**src/rtl/seg_xlate.sv**
```systemverilog
module seg_xlate #(
  parameter int SEG_BITS = 3,
  parameter int OFF_BITS = 16,
  parameter int BASE_W   = 16
) (
  input  logic                                   clk,
  input  logic                                   rst_n,
  input  logic                                   cfg_we,
  input  logic [SEG_BITS-1:0]                    cfg_idx,
  input  logic [BASE_W-1:0]                      cfg_base,
  input  logic [OFF_BITS-1:0]                    cfg_bound,
  input  logic                                   cfg_wr_ok,
  input  logic                                   cfg_shared,
  input  logic                                   cfg_clear,
  input  logic                                   req_valid,
  input  logic                                   req_write,
  input  logic [SEG_BITS+OFF_BITS-1:0]           req_addr,
  output logic                                   rsp_valid,
  output logic                                   rsp_fault,
  output logic [1:0]                             rsp_cause,
  output logic [((BASE_W > OFF_BITS) ? BASE_W : OFF_BITS):0] rsp_paddr,
  output logic                                   rsp_shared
);
  localparam int NSEG = 1 << SEG_BITS;
  localparam int LA_W = SEG_BITS + OFF_BITS;
  localparam int PA_W = ((BASE_W > OFF_BITS) ? BASE_W : OFF_BITS) + 1;

  localparam logic [1:0] C_NONE   = 2'b00;
  localparam logic [1:0] C_BOUNDS = 2'b01;
  localparam logic [1:0] C_PROT   = 2'b10;
  localparam logic [1:0] C_ABSENT = 2'b11;

  logic [BASE_W-1:0]   base_q  [NSEG];
  logic [OFF_BITS-1:0] bound_q [NSEG];
  logic [NSEG-1:0]     valid_q, wr_ok_q, shared_q;

  always_ff @(posedge clk or negedge rst_n) begin
    if (!rst_n)
      valid_q <= '0;
    else if (cfg_clear)
      valid_q <= '0;
    else if (cfg_we)
      valid_q[cfg_idx] <= 1'b1;
  end

  always_ff @(posedge clk) begin
    if (cfg_we && !cfg_clear) begin
      base_q[cfg_idx]   <= cfg_base;
      bound_q[cfg_idx]  <= cfg_bound;
      wr_ok_q[cfg_idx]  <= cfg_wr_ok;
      shared_q[cfg_idx] <= cfg_shared;
    end
  end

  logic [SEG_BITS-1:0] seg;
  logic [OFF_BITS-1:0] off;
  logic                over, deny;
  logic [1:0]          cause_d;
  logic [PA_W-1:0]     sum;

  assign seg  = req_addr[LA_W-1:OFF_BITS];
  assign off  = req_addr[OFF_BITS-1:0];
  assign over = off > bound_q[seg];
  assign deny = req_write && !wr_ok_q[seg];
  assign sum  = PA_W'(base_q[seg]) + PA_W'(off);

  assign cause_d = !valid_q[seg] ? C_ABSENT :
                   over          ? C_BOUNDS :
                   deny          ? C_PROT   : C_NONE;

  always_ff @(posedge clk or negedge rst_n) begin
    if (!rst_n) begin
      rsp_valid  <= 1'b0;
      rsp_cause  <= C_NONE;
      rsp_paddr  <= '0;
      rsp_shared <= 1'b0;
    end else begin
      rsp_valid  <= req_valid;
      rsp_cause  <= req_valid ? cause_d : C_NONE;
      rsp_paddr  <= (req_valid && cause_d == C_NONE) ? sum : '0;
      rsp_shared <= req_valid && cause_d == C_NONE && shared_q[seg];
    end
  end

  assign rsp_fault = rsp_cause != C_NONE;
endmodule

```
**config.mk**
```make
export PLATFORM = sky130hd
export DESIGN_NAME = seg_xlate
export DESIGN_NICKNAME = d
export VERILOG_FILES = /design/src/rtl/seg_xlate.sv
export SDC_FILE = /design/constraint.sdc
export NUM_CORES = 1
export LEC_CHECK = 0
export ABC_AREA = 0
export BUFFER_PORTS_ARGS = -buffer_cell sky130_fd_sc_hd__buf_4
export CAP_MARGIN = 20
export CORE_MARGIN = 1.5
export CORE_UTILIZATION = 35
export DETAILED_ROUTE_END_ITERATION = 12
export PLACE_DENSITY = 0.61
export SLEW_MARGIN = 20
export SYNTH_ARGS = -nofsm -noshare
export SYNTH_HDL_FRONTEND = slang
export SYNTH_SLANG_ARGS = --single-unit
export TNS_END_PERCENT = 20
```
**constraint.sdc**
```tcl
create_clock -name clk -period 3.4 [get_ports clk]
set_clock_uncertainty 0.1 [all_clocks]
set_input_delay 0.68 -clock clk [delete_from_list [all_inputs] [get_ports clk]]
set_output_delay 0.68 -clock clk [all_outputs]
set_load 0.02 [all_outputs]
```
==> impl_metrics.env <==
export IMPL_grtUsageTotal=0.154
export IMPL_io_pins=84
export IMPL_core_area_um2=34500
export IMPL_p_int_uw=6370
export IMPL_yosys_area_top_type="edfxtp_1"
export IMPL_numClockSinks=301
export IMPL_drt_iter0_drc=507
export IMPL_p_per_area_nw_per_um2=539
export IMPL_drc=0
export IMPL_synth_top_cell_area_share=0.665
export IMPL_overflow=0
export IMPL_min_period_ns=3.11
export IMPL_switching_power_uw=1790
export IMPL_slew_viol_final=0
export IMPL_finalSetupViolCount=0
export IMPL_drive_gt1_frac=0.342
export IMPL_hold_depth=1
export IMPL_hold_slack_ns=0.172
export IMPL_crit_fanout=15
export IMPL_hold_path_class="input pin to register"
export IMPL_gp_congestion=0.832
export IMPL_worst_slack_ns=0.292
export IMPL_synthFlopType="edfxtp_1"
export IMPL_nNetsFinal=911
export IMPL_wl_met1_um=12500
export IMPL_worst_pin_slew_ns=0.440
export IMPL_post_cts_setup_buffers=0
export IMPL_swShare=0.219
export IMPL_place_hpwl_um=17600
export IMPL_initial_core_util=0.355
export IMPL_ys_seq_area_frac=0.724
export IMPL_max_stage_delay_ns=0.51
export IMPL_crit_slowest_cell="mux4_2"
export IMPL_fp_row_count=68
export IMPL_synthTopCellsByArea="edfxtp_1 67%, mux4_2 13%, dfrtp_1 5.9%, ha_1 3.3%, nand2_1 1.8%"
export IMPL_drt_pass1_iter_count=5
export IMPL_antenna_found_initial=1
export IMPL_status="finished clean"
export IMPL_post_place_ws_ns=-0.290
export IMPL_vias_per_cell=4.99
export IMPL_crit_path_end_kind="register"
export IMPL_syn_area_um2=12300
export IMPL_ant_nets=0
export IMPL_routedWlPerCell_um=21.3
export IMPL_comb_power_share=0.094
export IMPL_via_count=6459
export IMPL_fmax_ghz=0.322
export IMPL_cap_violations=0
export IMPL_synthDistinctLibCells=46
export IMPL_peakVddDrop_mv=0.393
export IMPL_fillers=3013
export IMPL_synth_edf_count=272
export IMPL_cts_buffers_inserted=31
export IMPL_highest_layer="met5"
export IMPL_async_flop_share=0.0963
export IMPL_route_met2_wl_um=13200
export IMPL_finalCritPeriodShare=0.914
export IMPL_grt_pass1_vias=6667
export IMPL_cts_max_level=1
export IMPL_critPathMostFrequentCell="buf_4"
export IMPL_syn_area_per_cell_um2=18.9
export IMPL_grt_max_degree=36
export IMPL_final_cell_mix="272 x edfxtp_1, 142 x buf_4, 70 x mux4_2"
export IMPL_clockRootBuffer="clkbuf_16"
export IMPL_arrival_ns=3.46
export IMPL_reg2reg_depth=11
export IMPL_met3RoutedLength_um=1450
export IMPL_worst_path_stages=13
export IMPL_mostFrequentLayoutCell="edfxtp_1"
export IMPL_dieArea_um2=36200
export IMPL_path_cells="buf_4 -> buf_12 -> mux4_2 -> mux2i_1 -> ha_1 -> a211oi_1 -> nor2_1 -> nor3_1 -> buf_4 -> and4bb_1 -> o21ai_2 -> buf_4 -> nor3_1"
export IMPL_clockPowerShare=0.400
export IMPL_syn_inst=649
export IMPL_worstSetupPathType="input pin to register"
export IMPL_cp_num_buf_inv=4
export IMPL_antenna_cells=0
export IMPL_start_kind="input pin"
export IMPL_hold_violations=0
export IMPL_rsz0062_at_grt="no"
export IMPL_port_buffers=83
export IMPL_clkLatencyLatePin_ns=0.56
export IMPL_cts_reportedPaths_clkPinSlew_ns=0.06
export IMPL_syn_to_final_growth_pct=23.2
export IMPL_die_x_um=190
export IMPL_synth_nets=744
export IMPL_relSlewSlack=0.706
export IMPL_leakagePower_uw=0.00552
export IMPL_pwr_share_seq=0.506
export IMPL_cp_top_family="simple AND/OR/NAND/NOR gates"
export IMPL_ys_seq_elements=301
export IMPL_critPathRequiredTime_ns=3.76
export IMPL_synth_warnings=0
export IMPL_grt_pass1_wl_um=41200
export IMPL_cts_buffer_depth=3
export IMPL_tritoncts="yes"
export IMPL_wirelength_um=27600
export IMPL_fp_dieH_um=190
-- synth_stat cells (2+ instances only) --
| master | number |
|---|---|
| edfxtp_1 | 272 |
| nor3_1 | 10 |
| o21a_1 | 4 |
| dfrtp_1 | 29 |
| o211ai_2 | 2 |
| mux4_2 | 70 |
| nor2_1 | 26 |
| a41oi_1 | 2 |
| inv_1 | 8 |
| nand2b_1 | 2 |
| nand3_1 | 8 |
| buf_4 | 2 |
| nor2b_1 | 2 |
| o21ai_1 | 3 |
| ha_1 | 32 |
| buf_2 | 9 |
| o21ai_0 | 8 |
| o211ai_1 | 3 |
| clkinv_1 | 2 |
| a21o_1 | 13 |
| a21boi_0 | 2 |
| or2_2 | 2 |
| xor2_1 | 4 |
| nand2_1 | 60 |
| nand4_1 | 4 |
| mux2i_1 | 20 |
| clkbuf_1 | 9 |
| xnor2_1 | 5 |
| a31oi_1 | 2 |
| and3_1 | 2 |
| a211oi_1 | 5 |
| a21oi_1 | 13 |
-- state kept, by name (all words and copies together), names as in the netlist --
signal	flops
rsp_valid	1
shared_q	8
rsp_shared	1
rsp_paddr	17
bound_q	128
valid_q	8
rsp_cause	2
wr_ok_q	8
base_q	128
-- cells by family after synthesis --
| group | count (synthesis) | synth area share |
|---|---|---|
| AOI/OAI and AO/OA | 64 | 0.0360 |
| xor gates and xnor gates | 9 | 0.00642 |
| adders and majority gates | 33 | 0.0342 |
| buffers and inverters | 32 | 0.0119 |
| DFF | 301 | 0.724 |
| muxes | 90 | 0.145 |
| and+or+nand+nor | 120 | 0.0424 |
-- metrics by stage --
stage | power [uW] | cells | instance area (um2) | setup TNS [ns] | utilization
6_report | 8160 | 1295 | 15100 | 0 | 0.438
5_1_grt | 8440 | 1295 | 15100 | 0 | 0.438
4_1_cts | 8240 | 1295 | 15100 | 0 | 0.438
3_5_place_dp | 4980 | 1237 | 14100 | -3.77 | 0.409
3_3_place_gp | 4970 | 1237 | 14100 | -3.73 | 0.409
2_1_floorplan | 4610 | 649 | 12300 | -19.70 | -
-- worst paths after layout --
kind | from | to | slack (ns)
worst max-delay path | req_addr[16] | rsp_paddr[9]$_DFF_PN0_ | 0.29
worst min-delay path | req_valid | rsp_valid$_DFF_PN0_ | 0.17
worst max register to register | base_q[1][0]$_DFFE_PP_ | rsp_paddr[16]$_DFF_PN0_ | 0.45
worst min register to register | valid_q[1]$_DFFE_PN0P_ | valid_q[1]$_DFFE_PN0P_ | 0.38
max in group asynchronous | rst_n | rsp_paddr[6]$_DFF_PN0_ | 2.43
min in group asynchronous | rst_n | rsp_paddr[0]$_DFF_PN0_ | 0.48
-- repair_timing --
item | CTS | global route
gates resized for setup | 0 | 1
hold endpoints to repair | 29 | 0
setup endpoints to repair | 0 | 1
hold buffers | 1 | 0
-- power groups by stage --
| stage | registers, uW | logic, uW | clock network (uW) |
|---|---|---|---|
| 2_1_floorplan | 4210 | 402 | 0 |
| 3_3_place_gp | 4210 | 765 | 0 |
| 3_5_place_dp | 4210 | 772 | 0 |
| 4_1_cts | 4130 | 775 | 3330 |
| 5_1_grt | 4130 | 842 | 3470 |
| 6_report | 4130 | 767 | 3260 |
-- layer usage --
metal	vias up	global-route usage
li1	2949	-
met1	3304	0.218
met4	2	0.0312
met3	35	0.0265
met5	-	0
met2	169	0.251
-- area by class of cell --
type / instances / area [um2] / share of cell area
Multi-Input combinational cell: 316 / 3300 / 0.219
Clock inverter: 23 / 193 / 0.0127
Inverter: 10 / 37.5 / 0.00248
Timing Repair Buffer: 156 / 1340 / 0.0884
Sequential cell: 301 / 8890 / 0.588
Tap cell: 455 / 569 / 0.0376
Clock buffer: 34 / 787 / 0.0520
(Power assumes the default switching activity.)
